$ cat src/rtl/kbd_pkg.sv
package kbd_pkg;
  localparam int unsigned ADDR_W_DEF = 16;
  localparam int unsigned DATA_W_DEF = 16;
  localparam int unsigned CHAR_W_DEF = 8;

  typedef enum logic [1:0] {
    SRC_MEM  = 2'd0,
    SRC_STAT = 2'd1,
    SRC_CHAR = 2'd2
  } rd_src_e;
endpackage

$ cat src/rtl/kbd_addr_match.sv
module kbd_addr_match #(
  parameter int unsigned ADDR_W = kbd_pkg::ADDR_W_DEF,
  parameter logic [ADDR_W-1:0] STAT_ADDR = 'hFE00,
  parameter logic [ADDR_W-1:0] CHAR_ADDR = 'hFE02
) (
  input  logic [ADDR_W-1:0] addr,
  output logic              stat_hit,
  output logic              char_hit,
  output kbd_pkg::rd_src_e  src
);
  always_comb begin
    stat_hit = (addr == STAT_ADDR);
    char_hit = (addr == CHAR_ADDR);
    if (stat_hit)      src = kbd_pkg::SRC_STAT;
    else if (char_hit) src = kbd_pkg::SRC_CHAR;
    else               src = kbd_pkg::SRC_MEM;
  end
endmodule

$ cat src/rtl/kbd_char_latch.sv
module kbd_char_latch #(
  parameter int unsigned CHAR_W = kbd_pkg::CHAR_W_DEF
) (
  input  logic              clk,
  input  logic              rst_n,
  input  logic              take,
  input  logic [CHAR_W-1:0] char_in,
  output logic [CHAR_W-1:0] char_q
);
  always_ff @(posedge clk) begin
    if (!rst_n)    char_q <= '0;
    else if (take) char_q <= char_in;
  end

  AST_LOAD_ON_TAKE: assert property (@(posedge clk) disable iff (!rst_n)
    take |=> char_q == $past(char_in));
  AST_HOLD_OTHERWISE: assert property (@(posedge clk) disable iff (!rst_n)
    !take |=> $stable(char_q));
endmodule

$ cat src/rtl/kbd_read_mux.sv
module kbd_read_mux #(
  parameter int unsigned DATA_W = kbd_pkg::DATA_W_DEF,
  parameter int unsigned CHAR_W = kbd_pkg::CHAR_W_DEF
) (
  input  kbd_pkg::rd_src_e  src,
  input  logic              avail,
  input  logic [CHAR_W-1:0] char_q,
  input  logic [DATA_W-1:0] mem_rdata,
  output logic [DATA_W-1:0] rdata
);
  localparam int unsigned PAD_W = DATA_W - CHAR_W;

  function automatic logic [DATA_W-1:0] status_word(input logic flag);
    return {flag, {(DATA_W-1){1'b0}}};
  endfunction

  function automatic logic [DATA_W-1:0] widen(input logic [CHAR_W-1:0] c);
    return {{PAD_W{1'b0}}, c};
  endfunction

  always_comb begin
    unique case (src)
      kbd_pkg::SRC_STAT: rdata = status_word(avail);
      kbd_pkg::SRC_CHAR: rdata = widen(char_q);
      default:           rdata = mem_rdata;
    endcase
  end
endmodule

$ cat src/rtl/kbd_port_decode.sv
module kbd_port_decode #(
  parameter int unsigned ADDR_W = kbd_pkg::ADDR_W_DEF,
  parameter int unsigned DATA_W = kbd_pkg::DATA_W_DEF,
  parameter int unsigned CHAR_W = kbd_pkg::CHAR_W_DEF,
  parameter logic [ADDR_W-1:0] STAT_ADDR = 'hFE00,
  parameter logic [ADDR_W-1:0] CHAR_ADDR = 'hFE02
) (
  input  logic              clk,
  input  logic              rst_n,
  input  logic [ADDR_W-1:0] bus_addr,
  input  logic              bus_rd,
  input  logic              bus_wr,
  output logic [DATA_W-1:0] bus_rdata,
  input  logic [DATA_W-1:0] mem_rdata,
  output logic              mem_wr,
  input  logic [CHAR_W-1:0] key_data,
  input  logic              key_valid,
  output logic              key_ready
);
  logic             stat_hit;
  logic             char_hit;
  logic             take_char;
  logic [CHAR_W-1:0] char_q;
  kbd_pkg::rd_src_e rd_src;

  kbd_addr_match #(.ADDR_W(ADDR_W), .STAT_ADDR(STAT_ADDR), .CHAR_ADDR(CHAR_ADDR)) u_match (
    .addr(bus_addr), .stat_hit(stat_hit), .char_hit(char_hit), .src(rd_src)
  );

  assign take_char = bus_rd && stat_hit && key_valid;
  assign key_ready = take_char;
  assign mem_wr    = bus_wr && !(stat_hit || char_hit);

  kbd_char_latch #(.CHAR_W(CHAR_W)) u_latch (
    .clk(clk), .rst_n(rst_n), .take(take_char), .char_in(key_data), .char_q(char_q)
  );

  kbd_read_mux #(.DATA_W(DATA_W), .CHAR_W(CHAR_W)) u_mux (
    .src(rd_src), .avail(key_valid), .char_q(char_q), .mem_rdata(mem_rdata), .rdata(bus_rdata)
  );

  AST_READY_ONLY_ON_STATUS: assert property (@(posedge clk) disable iff (!rst_n)
    key_ready |-> (bus_rd && key_valid && bus_addr == STAT_ADDR));
  AST_EMPTY_STATUS_ZERO: assert property (@(posedge clk) disable iff (!rst_n)
    (bus_rd && bus_addr == STAT_ADDR && !key_valid) |-> (bus_rdata == '0 && !key_ready));
  AST_CHAR_UPPER_ZERO: assert property (@(posedge clk) disable iff (!rst_n)
    (bus_rd && bus_addr == CHAR_ADDR) |-> (bus_rdata[DATA_W-1:CHAR_W] == '0 && !key_ready));
  AST_PASS_THROUGH: assert property (@(posedge clk) disable iff (!rst_n)
    (bus_rd && bus_addr != STAT_ADDR && bus_addr != CHAR_ADDR) |-> bus_rdata == mem_rdata);
  AST_NO_PERIPH_MEMWR: assert property (@(posedge clk) disable iff (!rst_n)
    (bus_addr == STAT_ADDR || bus_addr == CHAR_ADDR) |-> !mem_wr);
endmodule

$ cat config.mk
export PLATFORM = sky130hd
export DESIGN_NAME = kbd_port_decode
export DESIGN_NICKNAME = d
export VERILOG_FILES = /design/src/rtl/kbd_pkg.sv /design/src/rtl/kbd_addr_match.sv /design/src/rtl/kbd_char_latch.sv /design/src/rtl/kbd_read_mux.sv /design/src/rtl/kbd_port_decode.sv
export SDC_FILE = /design/constraint.sdc
export NUM_CORES = 1
export LEC_CHECK = 0
export BUFFER_PORTS_ARGS = -buffer_cell sky130_fd_sc_hd__buf_2
export CAP_MARGIN = 20
export CORE_AREA = 2 2 48 50
export CTS_CLUSTER_DIAMETER = 80
export DETAILED_ROUTE_END_ITERATION = 6
export DIE_AREA = 0 0 50 52
export GPL_ROUTABILITY_DRIVEN = 0
export PLACE_DENSITY = 0.69
export RECOVER_POWER = 100
export SLEW_MARGIN = 10
export SYNTH_ARGS = -nofsm -noshare
export SYNTH_HDL_FRONTEND = slang
export SYNTH_SLANG_ARGS = --single-unit
$ cat constraint.sdc
create_clock -name clk -period 2.1 [get_ports clk]
set_input_delay 0.105 -clock clk [delete_from_list [all_inputs] [get_ports clk]]
set_output_delay 0.105 -clock clk [all_outputs]
set_load 0.005 [all_outputs]
Word-level counts from Yosys, hierarchy flattened
Index checks and enable logic that the tools add are counted.
{"block": "word_totals", "regBits": 8, "inputBits": 45, "out_inout_bits": 18}
{"block": "classes", "muxes": 3, "n_reduce_logical": 5, "n_eq_ne": 4}
{"operator": "$eq A16 B16 Y1 const B", "count": 2}
{"operator": "$pmux W16 S2", "count": 1}
{"operator": "$mux W2", "count": 2}
{"operator": "$logic_and A1 B1 Y1", "count": 3}
{"operator": "$eq A2 B1 Y1 const B", "count": 1}
{"operator": "$eq A2 B2 Y1 const B", "count": 1}
{"operator": "$logic_not A1 Y1", "count": 1}
{"operator": "$logic_or A1 B1 Y1", "count": 1}

Depth between registers and ports, before layout
Gate-level depths: netlist of run 1.
{"block": "depth", "word_depth": 5, "mapped_depth": 6, "depth_no_buf": 4}

Cells and area by module
From an unflattened synthesis of run 1, not the netlist that was laid out.
{"block": "hier_totals", "cells_unflattened": 65, "area_unflattened_um2": 598.1}
{"mod": "kbd_char_latch", "instances": 1, "seq_area_each_um2": 160.2, "cells_per_inst": 25, "area_per_inst_um2": 301.5}
{"mod": "kbd_read_mux", "instances": 1, "seq_area_each_um2": 0.0, "cells_per_inst": 29, "area_per_inst_um2": 193.9}
{"mod": "kbd_addr_match", "instances": 1, "seq_area_each_um2": 0.0, "cells_per_inst": 9, "area_per_inst_um2": 83.8}
{"mod": "kbd_port_decode", "instances": 1, "seq_area_each_um2": 0.0, "cells_per_inst": 2, "area_per_inst_um2": 18.8}

Worst setup path after synthesis of run 1
Ideal clock, no wire load.
{"block": "synth_timing", "path_type": "in2reg", "startpoint": "in bus_addr[7]", "endpoint": "reg u_latch.char_q[0]", "slack_ns": 0.535, "required_ns": 2.028, "path_buffers": 2, "cell_stages": 6, "arrival_time_ns": 1.493, "cell_sequence": "or4b_1 > and4bb_1 > buf_6 > and3_4 > buf_12 > mux2i_1"}
{"block": "synth_via", "elab_chain_cells": 3}
{"element": "start: declaration", "line_no": "kbd_port_decode.sv:10", "text": "input logic [ADDR_W-1:0] bus_addr,"}
{"element": "$eq A16 B16 Y1", "line_no": "kbd_addr_match.sv:12", "text": "stat_hit = (addr == STAT_ADDR);"}
{"element": "$logic_and A1 B1 Y1 (2 in a row)", "line_no": "kbd_port_decode.sv:30", "text": "assign take_char = bus_rd && stat_hit && key_valid;"}
{"element": "named net key_ready", "line_no": "kbd_port_decode.sv:18", "text": "output logic key_ready"}
{"element": "end signal: assignment", "line_no": "kbd_char_latch.sv:12", "text": "else if (take) char_q <= char_in;"}
{"element": "end: declaration", "line_no": "kbd_char_latch.sv:8", "text": "output logic [CHAR_W-1:0] char_q"}
The timed path passes the listed nets, and every way through them passes these cells.
A chain may end at the register's enable or synchronous reset.

Final worst setup path of run 1
{"block": "layout_timing", "startpoint": "in bus_addr[7]", "endpoint": "out bus_rdata[10]"}
{"block": "layout_via", "elab_chain_cells": 5, "elab_cells_between_ends": 7, "classes_between": "eq/ne (4); mux (3)"}
{"element": "$eq A16 B16 Y1", "line_no": "kbd_addr_match.sv:13", "text": "char_hit = (addr == CHAR_ADDR);"}
{"element": "$mux W2", "line_no": "kbd_addr_match.sv:15", "text": "else if (char_hit) src = kbd_pkg::SRC_CHAR;"}
{"element": "$mux W2 (*)", "line_no": "kbd_addr_match.sv:14", "text": "if (stat_hit) src = kbd_pkg::SRC_STAT;"}
{"element": "$eq A2 B2 Y1 / $eq A2 B1 Y1 (equally long branches)", "line_no": "kbd_read_mux.sv:22", "text": "unique case (src)"}
{"element": "$pmux W16 S2 (*)", "line_no": "kbd_read_mux.sv:22"}
{"element": "end: declaration", "line_no": "kbd_port_decode.sv:13", "text": "output logic [DATA_W-1:0] bus_rdata,"}
Every way passes the cells marked *; elsewhere a longest branch is shown, timed or not.

==> flow_metrics.tcl, run 1 <==
set metrics [dict create \
    hold_path.class "input port to flip-flop" \
    synth_area_leaders "dfxtp_1, nand2_1, mux2i_1" \
    ys_seq_area_frac 0.275 \
    portBuffers 62 \
    cp_top_family "simple AND/OR/NAND/NOR gates" \
    antenna_found_initial 0 \
    yosysWarnings 0 \
    tritoncts "yes" \
    vdd_ir_drop_max_mv 0.182 \
    fin_skew_ps 0 \
    status "completed" \
    cts_hold_buf 0 \
    dpl.hpwl_mm 1.52 \
    cp_slowest_cell "or4b_1" \
    cts.repair.resized 0 \
    hold_viol 0 \
    clk_pin_slew_ps 50 \
    clkSinkCount 8 \
    place_inst 168 \
    cts_post_setup_buffers_inserted 0 \
    synthesis.nets 126 \
    pin_count 63 \
    cp.required_ps 2000 \
    placed_cell_area_sq_um 903 \
    coreArea_sq_um 2110 \
    die_y_um 52 \
    p_leak_nw 0.481 \
    start_util 0.276 \
    firstDrtPassIters 4 \
    fp.dieW_um 50 \
    critPathMaxFanout 11 \
    yosysTopAreaCellShare 0.275 \
    cp_cell_sequence "buf_2 -> or4b_1 -> nand4bb_1 -> clkbuf_1 -> and2_0 -> buf_2" \
    n_antenna_cell 0 \
    detail_route.vias_per_cell 4.52 \
    tns_ps 0 \
    fin_util 0.434 \
    wirelength_mm 1.76 \
    die_area_sq_um 2600 \
    synth_seq_cells 8 \
    fin_crit_ps 1620 \
    row_count 17 \
    ys_types 16 \
    cts_max_level 1 \
    design_power_total_uw 350 \
    cts_buffers 3 \
    layout-drive-gt1-share 0.448 \
    synth_area_leader_cell "dfxtp_1" \
    max-slew-margin-rel 0.746 \
    largest_register_ffs 8 \
    drv_slew 0 \
    drc 0 \
    grt_pass1_wl_mm 2.70 \
    syn_to_final_growth_pct 57.2 \
    cpMostUsedCell "buf_2" \
    top_register "u_latch.char_q" \
    crit_type "input port to primary output" \
    cts_root_buffer "clkbuf_4" \
    end_kind "primary output" \
    avgSynthCellArea_sq_um 7.18 \
    ant_nets 0 \
    insertion_delay_ps 250 \
    syn_area_sq_um 582 \
    grt_overflow_total 0 \
    fillers 230 \
    max_cap_viol_count 0 \
    slowest_delay_ps 520 \
    final_cells 171 \
    cp.arrival_ps 1510 \
    reg_top3 "u_latch.char_q (8)" \
    vias 773 \
    fmax_mhz 619 \
    setup_viol 0 \
    cp-start-kind "input port" \
    cts_buffer_depth 2 \
    rsz0062_at_grt "no" \
    grt_pass1_vias 718 \
    grt_max_degree 17 \
    cp.buffers_inverters 3 \
    syn_inst 81 \
    wl_per_cell_um 10.3 \
    powerDensity_nw_per_um2 383 \
    fin_nets 190 \
    grt.total_usage 0.140 \
    tightest_slew_ps 381 \
    drt-initial-drc-count 7 \
    design_area_sq_um 915 \
    period_share 0.770 \
]
==> metal layers <==
metal,track usage,vias up,routed length (um)
li1,-,390,-
met1,0.139,334,677
met2,0.276,47,915
met3,0.0144,2,153
met4,0.0833,0,14
met5,0,-,0
==> placed cells by master (no fill, tap or decap) <==
cell,count
and3_1,1
nand3_1,8
dfxtp_1,8
clkbuf_1,5
buf_2,59
and4bb_1,1
or4b_1,1
buf_4,1
and3_4,1
mux2i_1,8
nor4_1,1
and2b_1,1
nand4b_1,1
and2_1,5
clkbuf_4,3
and2_0,3
nand4bb_1,1
nand2_1,35
==> power breakdown <==
| group | leakage, nW | total (mW) | internal, mW | switching, mW |
|---|---|---|---|---|
| logic | 0.403 | 0.0818 | 0.0491 | 0.0327 |
| clock network | 0.0138 | 0.117 | 0.0653 | 0.0512 |
| registers | 0.0644 | 0.152 | 0.152 | 0.000000327 |
==> cell usage after synthesis <==
| cell | instances |
|---|---|
| and2_1 | 8 |
| and2b_1 | 1 |
| and3_1 | 1 |
| and3_4 | 1 |
| and4bb_1 | 1 |
| buf_12 | 1 |
| buf_6 | 1 |
| clkbuf_1 | 4 |
| dfxtp_1 | 8 |
| mux2i_1 | 8 |
| nand2_1 | 35 |
| nand3_1 | 8 |
| nand4b_1 | 1 |
| nand4bb_1 | 1 |
| nor4_1 | 1 |
| or4b_1 | 1 |
==> through the flow <==
| stage | hold slack (ps) | setup WS, ps |
|---|---|---|
| after floorplan | 247 | 535 |
| after global placement | 362 | 530 |
| after detailed placement | 370 | 452 |
| after CTS | 105 | 505 |
| after global routing | 113 | 325 |
| final | 105 | 483 |
==> final timing paths <==
kind | cells past startpoint | from | slack, ps | to
setup / recovery | 6 | bus_addr[7] | 480 | bus_rdata[10]
hold / removal | 3 | key_data[6] | 100 | u_latch.char_q[6]$_SDFFE_PN0P_
setup reg to reg | 2 | u_latch.char_q[5]$_SDFFE_PN0P_ | 1490 | u_latch.char_q[5]$_SDFFE_PN0P_
hold reg to reg | 2 | u_latch.char_q[2]$_SDFFE_PN0P_ | 460 | u_latch.char_q[2]$_SDFFE_PN0P_
==> logic make-up (layout without fill, tap and decap cells) <==
| group | count (synthesis) | in the layout | synth area share |
|---|---|---|---|
| flip-flops | 8 | 8 | 0.275 |
| multiplexers | 8 | 8 | 0.138 |
| AND/OR/NAND/NOR | 59 | 59 | 0.508 |
| buffers and inverters | 6 | 68 | 0.0796 |
==> area by class of cell <==
type,count,area [sq um],share of cell area
tap,28,35.0,0.0383
timing repair buffer,65,322,0.352
sequential,8,160,0.175
clock buffer,3,22.5,0.0246
multi-input combinational,67,375,0.410
==> tightest hold or removal path: cells and delay by family <==
kind                   cells  cell delay (ps)
multiplexers               1               60
buffers and inverters      1               90
AND/OR/NAND/NOR            1               50
Power figures use the tool's default switching activity.
==> run 2: changes to the inputs <==
--- a/config.mk
+++ b/config.mk
@@ -12,7 +12,7 @@
 export DETAILED_ROUTE_END_ITERATION = 6
 export DIE_AREA = 0 0 50 52
 export GPL_ROUTABILITY_DRIVEN = 0
-export PLACE_DENSITY = 0.69
+export PLACE_DENSITY = 0.71
 export RECOVER_POWER = 100
 export SLEW_MARGIN = 10
 export SYNTH_ARGS = -nofsm -noshare
==> constraint.sdc (replaced) <==
create_clock -name clk -period 1.4 [get_ports clk]
set_input_delay 0.07 -clock clk [delete_from_list [all_inputs] [get_ports clk]]
set_output_delay 0.07 -clock clk [all_outputs]
set_load 0.005 [all_outputs]
==> run 2 against run 1 <==
- the flow now finishes with violations (setup timing)
- total power up 55%
- combinational power up 65%
- die area unchanged
- sequential power up 50%
- register-to-register slack worse by 730 ps
- clock skew unchanged
- cell count up 1.8%
- global-route usage up 3.6 points
- core utilization up 4.7 points
- clock power up 54%
- non-clock buffer count up 3
- critical path type unchanged
- largest cell class unchanged
==> flow_metrics.tcl, run 2 (synthesized netlist as in run 1, its figures left out) <==
set metrics [dict create \
    regArea_sq_um 160 \
    cp.arrival_ps 1470 \
    end_kind "primary output" \
    placed_cell_area_sq_um 896 \
    final_cell_mix "buf_2, nand2_1, and2_1, mux2i_1, dfxtp_1" \
    start_util 0.276 \
    reg_top3 "u_latch.char_q (8)" \
    tightest_slew_ps 322 \
    hold_path.class "input port to flip-flop" \
    wl_per_cell_um 12.6 \
    coreArea_sq_um 2110 \
    failed_checks "setup timing" \
    tns_ps -1690 \
    cp-start-kind "input port" \
    portBuffers 62 \
    r2r-start "u_latch.char_q[7]$_SDFFE_PN0P_" \
    die_area_sq_um 2600 \
    cp.required_ps 1330 \
    fp.dieW_um 50 \
    setup_ws_ps -139 \
    fin_nets 193 \
    fmax_mhz 650 \
    insertion_delay_ps 250 \
    r2r_cells 2 \
    ant_nets 0 \
    fin_crit_ps 1540 \
    grt_max_degree 17 \
    row_count 17 \
    cts_buffer_depth 2 \
    drt-initial-drc-count 7 \
    cts_hold_buf 0 \
    vdd_ir_drop_max_mv 0.256 \
    multiInputGateArea_sq_um 409 \
    firstDrtPassIters 4 \
    final_common_cell "buf_2" \
    drv_slew 0 \
    design_power_total_uw 543 \
    drc 0 \
    layout-drive-gt1-share 0.555 \
    pre_cts_slack_ps -174 \
    vias 781 \
    setup_viol 24 \
    min_to "u_latch.char_q[6]$_SDFFE_PN0P_" \
    max_cap_viol_count 0 \
    clkSinkCount 8 \
    detail_route.vias_per_cell 4.49 \
    tritoncts "yes" \
    n_antenna_cell 0 \
    final_cells 174 \
    largest_register_ffs 8 \
    p_leak_nw 0.519 \
    worstHoldStart "key_data[6]" \
    design_area_sq_um 1010 \
    die_y_um 52 \
    rsz0062_at_grt "yes" \
    max-slew-margin-rel 0.783 \
    place_inst 167 \
    crit_type "input port to primary output" \
    dpl.hpwl_mm 1.62 \
    worst_hold_slack_ps 65.7 \
    fin_util 0.481 \
    grt.total_usage 0.176 \
    reg2reg_slack_ps 760 \
    fin_skew_ps 0 \
    fillers 198 \
    cts_max_level 1 \
    top_register "u_latch.char_q" \
    grt_pass1_vias 819 \
    min_path_cells 3 \
    critPathMaxFanout 5 \
    pin_count 63 \
    status "complete, but fails checks" \
    grt_overflow_total 0 \
    syn_to_final_growth_pct 74.2 \
    clk_pin_slew_ps 60 \
    period_share 1.10 \
    cts_root_buffer "clkbuf_4" \
    grt_pass1_wl_mm 3.44 \
    wirelength_mm 2.19 \
    r2r_end "u_latch.char_q[7]$_SDFFE_PN0P_" \
    powerDensity_nw_per_um2 535 \
    hold_viol 0 \
    antenna_found_initial 0 \
    cts_buffers 3 \
]
run 2: cell types whose count changed in the layout (fill, tap and decap cells not counted), moves of 2 or more:
cell      before  now
buf_6          0    7
clkbuf_1       5    0
nand3_1        8    3
nand3_2        0    5
and2_0         3    0
and2_1         5    8
nand2_1       35   33
nand2_2        0    2
run 2: area by class of cell:
type,count,share of cell area
Timing Repair Buffer,68,0.381
Multi-Input combinational cell,67,0.404
Sequential cell,8,0.158
Tap cell,28,0.0346
Clock buffer,3,0.0222
run 2: timing repair:
item,CTS,global route
pin swaps,15,2
setup endpoints to repair,18,26
cloned,2,0
buffers inserted,2,0
hold endpoints to repair,0,0
resized for setup,15,2
run 2: how the worst max path moves through the flow:
stage                           start                              to  slack (ps)  depth (start not counted)
after detailed placement  bus_addr[7]  u_latch.char_q[7]$_SDFFE_PN0P_        -170                          5
final                     bus_addr[8]                    bus_rdata[2]        -140                          7
after global routing      bus_addr[8]                    bus_rdata[2]        -180                          7
after floorplan           bus_addr[7]  u_latch.char_q[0]$_SDFFE_PN0P_        -110                          6
after CTS                 bus_addr[8]                    bus_rdata[6]        -110                          7
after global placement    bus_addr[7]  u_latch.char_q[4]$_SDFFE_PN0P_         -90                          5
run 2: worst max-delay path: stages:
cell and delay [ps]:
buf_6 90, or4b_4 520, and4bb_2 370, buf_6 150, nand3_2 80, nand2_2 80
buf_2 110
run 2: metal layers:
layer	vias up	global-route usage	wire length, um
met3	6	0.0287	94
met4	0	0.0787	49
met5	-	0	0
li1	398	-	-
met2	22	0.366	1240
met1	355	0.164	806
run 2: report_power, final:
part	total (mW)	switching [mW]	internal [mW]	leakage, nW
combinational	0.135	0.0560	0.0792	0.440
clock	0.180	0.0814	0.0983	0.0138
sequential	0.228	0.000000630	0.228	0.0644
total	0.543	0.137	0.405	0.519
